$ cat src/rtl/dcnt_pkg.sv
package dcnt_pkg;

    localparam int DIGIT_W   = 4;
    localparam int SYNC_LEN  = 2;

    typedef logic [DIGIT_W-1:0] bcd_t;

    localparam bcd_t BCD_TOP  = 4'd9;
    localparam bcd_t BCD_ZERO = 4'd0;

    // decoded, synchronized control view of the asynchronous inputs
    typedef struct packed {
        logic clr;       // clear active (level)
        logic load;      // holding registers transparent (level)
        logic cnt_fall;  // one-cycle pulse per count falling edge
        logic ovf_fall;  // one-cycle pulse per overflow-input falling edge
    } ctl_t;

    function automatic bcd_t bcd_next(input bcd_t v);
        return (v >= BCD_TOP) ? BCD_ZERO : bcd_t'(v + 4'd1);
    endfunction

    function automatic logic bcd_last(input bcd_t v);
        return v == BCD_TOP;
    endfunction

endpackage

$ cat src/rtl/dcnt_sync.sv
module dcnt_sync #(
    parameter int   STAGES = 2,
    parameter logic IDLE   = 1'b1
) (
    input  logic clk,
    input  logic rst,
    input  logic raw,
    output logic lvl
);
    logic [STAGES-1:0] chain_q;

    always_ff @(posedge clk) begin
        if (rst) begin
            chain_q <= {STAGES{IDLE}};
        end else begin
            chain_q <= {chain_q[STAGES-2:0], raw};
        end
    end

    assign lvl = chain_q[STAGES-1];

endmodule

$ cat src/rtl/dcnt_decade.sv
module dcnt_decade
    import dcnt_pkg::*;
(
    input  logic clk,
    input  logic rst,
    input  logic clr,
    input  logic inc,
    output bcd_t digit,
    output logic carry
);
    always_ff @(posedge clk) begin
        if (rst || clr) begin
            digit <= BCD_ZERO;
        end else if (inc) begin
            digit <= bcd_next(digit);
        end
    end

    assign carry = inc && bcd_last(digit);

    AST_DIGIT_RANGE: assert property (@(posedge clk) disable iff (rst)
        digit <= BCD_TOP);
    AST_DIGIT_CLEAR: assert property (@(posedge clk) disable iff (rst)
        clr |=> digit == BCD_ZERO);
    AST_DIGIT_STEP: assert property (@(posedge clk) disable iff (rst)
        (inc && !clr && digit != BCD_TOP) |=> digit == $past(digit) + 4'd1);
    AST_DIGIT_ROLL: assert property (@(posedge clk) disable iff (rst)
        (inc && !clr && digit == BCD_TOP) |=> digit == BCD_ZERO);
    AST_DIGIT_IDLE: assert property (@(posedge clk) disable iff (rst)
        (!inc && !clr) |=> $stable(digit));

endmodule

$ cat src/rtl/dcnt_hold.sv
module dcnt_hold #(
    parameter int WIDTH = 4
) (
    input  logic             clk,
    input  logic             rst,
    input  logic             load,
    input  logic [WIDTH-1:0] d,
    output logic [WIDTH-1:0] q
);
    always_ff @(posedge clk) begin
        if (rst) begin
            q <= '0;
        end else if (load) begin
            q <= d;
        end
    end

    AST_HOLD_STABLE: assert property (@(posedge clk) disable iff (rst)
        !load |=> $stable(q));
    AST_HOLD_FOLLOW: assert property (@(posedge clk) disable iff (rst)
        load |=> q == $past(d));

endmodule

$ cat src/rtl/dcnt_top.sv
module dcnt_top
    import dcnt_pkg::*;
#(
    parameter int NUM_DECADES = 8,
    parameter int TAP_COUNT   = 3
) (
    input  logic                         clk,
    input  logic                         rst,
    input  logic                         cnt_in,
    input  logic                         clr_n,
    input  logic                         ld_n,
    input  logic                         ovf_in,
    output logic [NUM_DECADES*DIGIT_W-1:0] disp_bcd,
    output logic                         ovf_out,
    output logic [TAP_COUNT-1:0]         tap_msb
);
    localparam int TAP_BASE = NUM_DECADES - TAP_COUNT;
    localparam int N_IN     = 4;

    // input synchronization: {ovf_in, ld_n, clr_n, cnt_in}
    logic [N_IN-1:0] raw_in;
    logic [N_IN-1:0] lvl_in;
    assign raw_in = {ovf_in, ld_n, clr_n, cnt_in};

    for (genvar s = 0; s < N_IN; s++) begin : g_sync
        dcnt_sync #(.STAGES(SYNC_LEN), .IDLE(1'b1)) u_sync (
            .clk (clk),
            .rst (rst),
            .raw (raw_in[s]),
            .lvl (lvl_in[s])
        );
    end

    // falling-edge detection on count and overflow inputs
    logic cnt_dly, ovf_dly;
    always_ff @(posedge clk) begin
        if (rst) begin
            cnt_dly <= 1'b1;
            ovf_dly <= 1'b1;
        end else begin
            cnt_dly <= lvl_in[0];
            ovf_dly <= lvl_in[3];
        end
    end

    ctl_t ctl;
    always_comb begin
        ctl.clr      = !lvl_in[1];
        ctl.load     = !lvl_in[2];
        ctl.cnt_fall = cnt_dly && !lvl_in[0] && lvl_in[1];
        ctl.ovf_fall = ovf_dly && !lvl_in[3];
    end

    // cascaded decades
    bcd_t                 live [NUM_DECADES];
    bcd_t                 held [NUM_DECADES];
    logic [NUM_DECADES:0] chain;
    assign chain[0] = ctl.cnt_fall;

    for (genvar i = 0; i < NUM_DECADES; i++) begin : g_dec
        dcnt_decade u_dec (
            .clk   (clk),
            .rst   (rst),
            .clr   (ctl.clr),
            .inc   (chain[i]),
            .digit (live[i]),
            .carry (chain[i+1])
        );
        dcnt_hold #(.WIDTH(DIGIT_W)) u_hold (
            .clk  (clk),
            .rst  (rst),
            .load (ctl.load),
            .d    (live[i]),
            .q    (held[i])
        );
        assign disp_bcd[i*DIGIT_W +: DIGIT_W] = held[i];
    end

    for (genvar k = 0; k < TAP_COUNT; k++) begin : g_tap
        assign tap_msb[k] = live[TAP_BASE+k][DIGIT_W-1];
    end

    // sticky overflow flag and its held copy
    logic ovf_ff;
    always_ff @(posedge clk) begin
        if (rst || ctl.clr) begin
            ovf_ff <= 1'b0;
        end else if (ctl.ovf_fall) begin
            ovf_ff <= 1'b1;
        end
    end

    dcnt_hold #(.WIDTH(1)) u_ovf_hold (
        .clk  (clk),
        .rst  (rst),
        .load (ctl.load),
        .d    (ovf_ff),
        .q    (ovf_out)
    );

    logic all_zero;
    always_comb begin
        all_zero = 1'b1;
        for (int j = 0; j < NUM_DECADES; j++) begin
            if (live[j] != BCD_ZERO) all_zero = 1'b0;
        end
    end

    AST_WRAP_ZERO: assert property (@(posedge clk) disable iff (rst)
        chain[NUM_DECADES] |=> all_zero);
    AST_CNT_PULSE: assert property (@(posedge clk) disable iff (rst)
        ctl.cnt_fall |=> !ctl.cnt_fall);
    AST_OVF_CLEAR: assert property (@(posedge clk) disable iff (rst)
        ctl.clr |=> !ovf_ff);
    AST_OVF_STICKY: assert property (@(posedge clk) disable iff (rst)
        (ovf_ff && !ctl.clr) |=> ovf_ff);
    AST_OVF_SET: assert property (@(posedge clk) disable iff (rst)
        (ctl.ovf_fall && !ctl.clr) |=> ovf_ff);
    AST_OVF_OUT_HOLD: assert property (@(posedge clk) disable iff (rst)
        !ctl.load |=> $stable(ovf_out));
    AST_CLR_BLOCKS: assert property (@(posedge clk) disable iff (rst)
        ctl.clr |-> !chain[0]);

endmodule

$ cat config.mk
export PLATFORM = sky130hd
export DESIGN_NAME = dcnt_top
export DESIGN_NICKNAME = d
export VERILOG_FILES = /design/src/rtl/dcnt_pkg.sv /design/src/rtl/dcnt_sync.sv /design/src/rtl/dcnt_decade.sv /design/src/rtl/dcnt_hold.sv /design/src/rtl/dcnt_top.sv
export SDC_FILE = /design/constraint.sdc
export NUM_CORES = 1
export LEC_CHECK = 0
export ABC_AREA = 1
export BUFFER_PORTS_ARGS = -buffer_cell sky130_fd_sc_hd__buf_2
export CORE_MARGIN = 4
export CORE_UTILIZATION = 57
export CTS_CLUSTER_DIAMETER = 40
export DETAILED_ROUTE_END_ITERATION = 10
export PLACE_DENSITY = 0.79
export SYNTH_ARGS = -nofsm -noshare
export SYNTH_HDL_FRONTEND = slang
export SYNTH_SLANG_ARGS = --single-unit
$ cat constraint.sdc
create_clock -name clk -period 2.1 [get_ports clk]
set_input_delay 0.42 -clock clk [delete_from_list [all_inputs] [get_ports clk]]
set_output_delay 0.42 -clock clk [all_outputs]
set_load 0.005 [all_outputs]
==> reports/results.tsv, run 1 <==
metric	value	unit
# IOs	42	
reg-to-reg endpoint	g_dec[5].u_dec.digit[0]$_SDFFE_PP0N_	
Hold Violations, Final	0	
remaining antenna violation count	0	
Synth async-reset ratio	0	%
gpl congestion	0.862	
Post-Synth Simple-Gate Area	19.1	%
Clock power frac	37.5	%
Synth warnings	0	
Reg2Reg Setup Slack	0.25	ns
clock slew at reported path FFs	0.08	ns
final WL	6340	µm
hpwl dp	4420	µm
Max Freq	0.540	GHz
Final Skew	0.00536	ns
clk sinks	76	
mux cell area share after synthesis	0	%
DR vias	2684	
Flop pwr share	57.4	%
placed cell count	490	
crit path launch type	flip-flop	
vias in the first global route	2585	
I/O Buffers	41	
Worst Hold Class	input pin to flip-flop	
crit path DAT	2.09	ns
Ant. Diodes	0	
chip width	83.4	µm
nets	460	
root buf cell	clkbuf_8	
Main synth FF type	dfxtp_1	
core area	5510	µm²
initial antenna violation count	0	
Max-Slew Margin vs Limit	60.7	%
final non-filler cell total	507	
Worst-Margin Slew	0.587	ns
Final min period	1.85	ns
post-synth top area share	47.0	%
number of max-cap violations	0	
post-synth net total	416	
Total GRT Usage	19.3	%
share of layout cells above drive strength 1	19.3	%
run status	completed	
DIE AREA	6950	µm²
area leader, netlist	dfxtp_1	
Setup TNS	0	ns
Combinational Power Share	5.1	%
r2r worst-path depth	10	
WS Path Type	flip-flop to flip-flop	
clock buffer depth	2	
largest net degree at the start of global routing	36	
CP startpoint	g_dec[3].u_dec.digit[1]$_SDFFE_PP0N_	
P_leak	0.00166	µW
sw frac	23.7	%
post-synthesis compound-gate area fraction	16.3	%
first-pass GRT wire length	11200	µm
FF-to-FF Start	g_dec[3].u_dec.digit[1]$_SDFFE_PP0N_	
Die Span Y	83.4	µm
H-tree Lvls	3	
Syn Area/Cell	8.39	µm²
XOR/XNOR share of the synthesized area	1.35	%
Pint	1990	µW
critical path peak fanout	12	
GRT Residual Overflow	0	
critical path required time	2.33	ns
top post-synthesis cells by area	dfxtp_1, ha_1, o21ai_0, a21oi_1, nor2_1	
Cell variety after synth	30	
Initial DRC Count	171	
Sw Pwr	620	µW
Finished Cell Area	3690	µm²
clock latency on the worst-skew pair	0.35	ns
CTS buffer count	9	
RSZ-0062 raised after global routing	no	
Final period util	88.2	%
Syn Inst Count	386	
pwr/cell area	709	nW/µm²
DR WL/cell	12.5	µm
mapped cell area	3240	µm²
sequential element share of the synthesized area	47.0	%
maximum vdd drop	0.000376	V
Crit. End Element	flip-flop	
Pins Over Slew Limit	0	
Rows	27	
Vias/cell	5.29	
CTS tree	built	
largest family of logic cells by synthesized area	simple AND/OR/NAND/NOR gates	
area grow syn2layout	13.8	%
initial core utilization	58.8	%
flops & latches, synth	76	
fill count	452	
Synth Area in Adders	9.27	%
DP Area	3500	µm²
post-cts sizing count	0	
final setup fails	0	
Fin Hold WS	0.255	ns
CP Capture Point	g_dec[5].u_dec.digit[0]$_SDFFE_PP0N_	
most numerous cell in the Yosys netlist	dfxtp_1	
Pre-antenna DRT Iters	4	
Util after Layout	67.0	%
EDFF count, synth	0	
synth cell count leaders	dfxtp_1, nor2_1, o21ai_0	
DRC	0	
[repair_timing]
item | CTS | global route
hold buffers | 0 | 0
endpoints found under the setup margin | 0 | 2
setup buffers | 0 | 1
[state kept, by name (all words and copies together) (netlist names)]
name / count
u_ovf_hold.q: 1
ovf_dly: 1
cnt_dly: 1
g_dec.u_hold.q: 32
g_sync.u_sync.chain_q: 8
ovf_ff: 1
g_dec.u_dec.digit: 32
[worst min-delay path by stage]
stage,startpoint,endpoint,slack (ns),depth (start not counted)
after floorplan,g_sync[0].u_sync.chain_q[0]$_SDFF_PP1_,g_sync[0].u_sync.chain_q[1]$_SDFF_PP1_,0.39,1
after global placement,g_sync[1].u_sync.chain_q[0]$_SDFF_PP1_,g_sync[1].u_sync.chain_q[1]$_SDFF_PP1_,0.39,1
after detailed placement,g_sync[1].u_sync.chain_q[0]$_SDFF_PP1_,g_sync[1].u_sync.chain_q[1]$_SDFF_PP1_,0.39,1
after CTS,clr_n,g_sync[1].u_sync.chain_q[0]$_SDFF_PP1_,0.25,2
after global routing,clr_n,g_sync[1].u_sync.chain_q[0]$_SDFF_PP1_,0.25,2
final,clr_n,g_sync[1].u_sync.chain_q[0]$_SDFF_PP1_,0.26,2
[layer usage]
| metal | global-route usage (%) | wire [µm] |
|---|---|---|
| met1 | 23.4 | 2810 |
| met2 | 31.6 | 3080 |
| met3 | 3.87 | 304 |
| met4 | 11.4 | 150 |
| met5 | 0 | 0 |
[worst max-delay path: stages, from the launching register on]
cell,delay [ns]
dfxtp_1,0.33
inv_1,0.11
ha_1,0.18
nand2_1,0.06
nor2_1,0.24
nand4_4,0.19
nor2_4,0.18
buf_12,0.14
o21ai_0,0.07
nand2_1,0.17
a21oi_1,0.06
[cell type report]
cell class,instances,area (µm²),share of cell area [%]
Inverter,42,158,4.28
Multi-Input combinational cell,255,1490,40.5
Clock inverter,4,25.0,0.679
Clock buffer,12,145,3.94
Timing Repair Buffer,46,255,6.92
Tap cell,72,90.1,2.44
Sequential cell,76,1520,41.3
[layout by cell type, fill, tap and decap left out, types with 2 or more instances in the layout]
cell        count
dfxtp_1        76
o21ai_0        44
nor2_1         44
nand2_1        41
a21oi_1        41
buf_2          41
inv_1          36
ha_1           24
clkbuf_8       10
nand3_1         9
or2_2           9
nand4_1         7
inv_2           6
a211oi_1        5
o21ai_1         5
nor3_1          4
a31oi_1         4
xor2_1          4
buf_4           4
nand3_4         2
nand2_2         2
nor3b_1         2
clkbuf_1        2
clkinv_2        2
clkinvlp_4      2
[cells by family (layout without fill, tap and decap cells)]
kind of cell / Yosys count / count (layout)
flip-flops: 76 / 76
AO/OA/AOI/OAI: 101 / 101
buffers and inverters: 55 / 104
adder cells (fa/ha/maj): 24 / 24
AND/OR/NAND/NOR: 125 / 125
XOR/XNOR: 5 / 5
[power groups by stage]
stage | clock, µW | combinational [µW] | sequential [µW]
2_1_floorplan | 0 | 74.7 | 1540
3_3_place_gp | 0 | 132 | 1530
3_5_place_dp | 0 | 134 | 1530
4_1_cts | 995 | 135 | 1500
5_1_grt | 1040 | 153 | 1510
6_report | 980 | 133 | 1500
[per-stage QoR]
stage                     setup WS, ns  total power, µW
after detailed placement         0.212             1670
after CTS                        0.194             2630
after global placement           0.301             1660
final                            0.248             2610
after floorplan                  0.527             1610
after global routing            0.0853             2700
No activity file was read; power rests on OpenSTA's default activity.
==> run 2: changes to the inputs <==
--- a/config.mk
+++ b/config.mk
@@ -9,6 +9,7 @@
 export BUFFER_PORTS_ARGS = -buffer_cell sky130_fd_sc_hd__buf_2
 export CORE_MARGIN = 4
 export CORE_UTILIZATION = 57
+export CTS_BUF_LIST = sky130_fd_sc_hd__clkbuf_16
 export CTS_CLUSTER_DIAMETER = 40
 export DETAILED_ROUTE_END_ITERATION = 10
 export PLACE_DENSITY = 0.79
==> run 2 against run 1 <==
Clock power up 37%; largest power group unchanged; non-clock buffer count grew 2; largest cell class unchanged; die area unchanged.
==> reports/results.tsv, run 2 (synthesis results as in run 1) <==
metric	value	unit
cells along the critical path	inv_1 -> ha_1 -> nand2_1 -> nor2_1 -> nand4_4 -> nor2_4 -> buf_12 -> o21ai_0 -> nand2_1 -> a21oi_1	
DRC	0	
core area	5510	µm²
root buf cell	clkbuf_16	
critical path peak fanout	9	
Reg2Reg Setup Slack	0.23	ns
clock slew at reported path FFs	0.06	ns
largest registers	g_dec.u_dec.digit x32, g_dec.u_hold.q x32, g_sync.u_sync.chain_q x8	
run status	completed	
Rows	27	
Setup TNS	0	ns
final setup fails	0	
area grow syn2layout	17.1	%
met1 Resource Use GR	24.1	%
Crit-path slowest cell	dfxtp_1	
DIE AREA	6950	µm²
crit path DAT	2.09	ns
Vias/cell	5.35	
hold endpoint	g_sync[2].u_sync.chain_q[0]$_SDFF_PP1_	
DR WL/cell	13.2	µm
FF-to-FF Start	g_dec[3].u_dec.digit[1]$_SDFFE_PP0N_	
cell mode on critical path	nand2_1	
Setup WS pre-CTS	0.212	ns
# IOs	42	
pwr/cell area	786	nW/µm²
DR vias	2724	
CTS tree	built	
chip width	83.4	µm
CTS buffer count	9	
Worst Hold Class	input pin to flip-flop	
hold_buf cts	0	
Min-Delay Path Depth	2	
Fin Hold WS	0.274	ns
HP Start	ld_n	
gpl congestion	0.862	
largest net degree at the start of global routing	36	
most frequent cells in the layout	dfxtp_1, o21ai_0, nor2_1	
P_leak	0.00172	µW
clock latency on the worst-skew pair	0.33	ns
remaining antenna violation count	0	
Pins Over Slew Limit	0	
H-tree Lvls	3	
vias in the first global route	2664	
Max stage delay on crit path	0.32	ns
Worst-Margin Slew	0.577	ns
Pre-antenna DRT Iters	5	
final WL	6700	µm
nets	462	
share of layout cells above drive strength 1	19.5	%
I/O Buffers	41	
crit path launch type	flip-flop	
Tot Pwr	2980	µW
Final period util	89.0	%
met3 usage	4.96	%
post-cts sizing count	0	
Max-Slew Margin vs Limit	61.4	%
critical path required time	2.32	ns
Final Skew	0.00438	ns
maximum vdd drop	0.000475	V
hpwl dp	4420	µm
Hold Violations, Final	0	
most used routing layer	met2	
initial core utilization	58.8	%
Die Span Y	83.4	µm
RSZ-0062 raised after global routing	no	
Final min period	1.87	ns
Total GRT Usage	20.1	%
number of max-cap violations	0	
Crit. End Element	flip-flop	
reg-to-reg endpoint	g_dec[5].u_dec.digit[0]$_SDFFE_PP0N_	
Max Freq	0.535	GHz
M2 GR Usage	32.9	%
Ant. Diodes	0	
GRT Residual Overflow	0	
r2r worst-path depth	10	
clock buffer depth	2	
first-pass GRT wire length	11600	µm
WS Path Type	flip-flop to flip-flop	
Final WS setup	0.230	ns
clk sinks	76	
commonest non-fill, non-tap cell in the layout	dfxtp_1	
Initial DRC Count	124	
initial antenna violation count	0	
==> run 2: cell types whose count changed in the layout (fill, tap and decap cells not counted), sizes merged <==
cell,before,now
buf,46,48
clkbuf,12,9
clkinv,2,3
inv,42,44
==> run 2: repair_timing <==
item,4_1_cts,5_1_grt
setup buffers,0,3
hold endpoints to repair,0,0
endpoints found under the setup margin,0,2
==> run 2: layer usage <==
layer	part of all wire, %	vias to the layer above
li1	-	1376
met1	43	1253
met2	49	78
met3	4.7	17
met4	2.8	0
met5	0	-
==> run 2: worst max-delay path by stage <==
stage / to / slack, ns / depth (start not counted) / start
finish: g_dec[5].u_dec.digit[0]$_SDFFE_PP0N_ / 0.23 / 10 / g_dec[3].u_dec.digit[1]$_SDFFE_PP0N_
global route: g_dec[5].u_dec.digit[0]$_SDFFE_PP0N_ / 0.06 / 10 / g_dec[3].u_dec.digit[1]$_SDFFE_PP0N_
CTS: g_dec[6].u_dec.digit[1]$_SDFFE_PP0P_ / 0.17 / 9 / g_dec[3].u_dec.digit[1]$_SDFFE_PP0N_
detailed placement: g_dec[6].u_dec.digit[1]$_SDFFE_PP0P_ / 0.21 / 9 / g_dec[3].u_dec.digit[1]$_SDFFE_PP0N_
global placement: g_dec[6].u_dec.digit[1]$_SDFFE_PP0P_ / 0.30 / 9 / g_dec[3].u_dec.digit[1]$_SDFFE_PP0N_
floorplan: g_dec[6].u_dec.digit[1]$_SDFFE_PP0P_ / 0.53 / 9 / g_dec[3].u_dec.digit[1]$_SDFFE_PP0N_
==> run 2: power by group <==
group,switching [µW],internal (µW),total [µW]
logic,79.6,53.5,133
clock network,563,781,1340
registers,19.1,1480,1500
==> run 2: cell type report <==
| type | instances | area, µm² |
|---|---|---|
| Clock buffer | 9 | 225 |
| Timing Repair Buffer | 48 | 270 |
| Clock inverter | 7 | 36.3 |
| Sequential cell | 76 | 1520 |
| Fill cell | 439 | 1710 |
| Tap cell | 72 | 90.1 |
| Multi-Input combinational cell | 255 | 1490 |
| Inverter | 42 | 158 |
==> run 2: critical path, delay by kind of cell (launching register included) <==
kind	cells	cell delay (ns)
adder cells (fa/ha/maj)	1	0.18
buffers and inverters	2	0.24
AND/OR/NAND/NOR	5	0.86
flip-flops	1	0.32
AO/OA/AOI/OAI	2	0.15
==> run 2: through the flow <==
step                util (%)  area [µm²]  instances
floorplan                  -        3240        386
global placement        63.5        3500        490
detailed placement      63.5        3500        490
CTS                     68.3        3760        506
global route            68.9        3790        509
finish                  68.9        3790        509
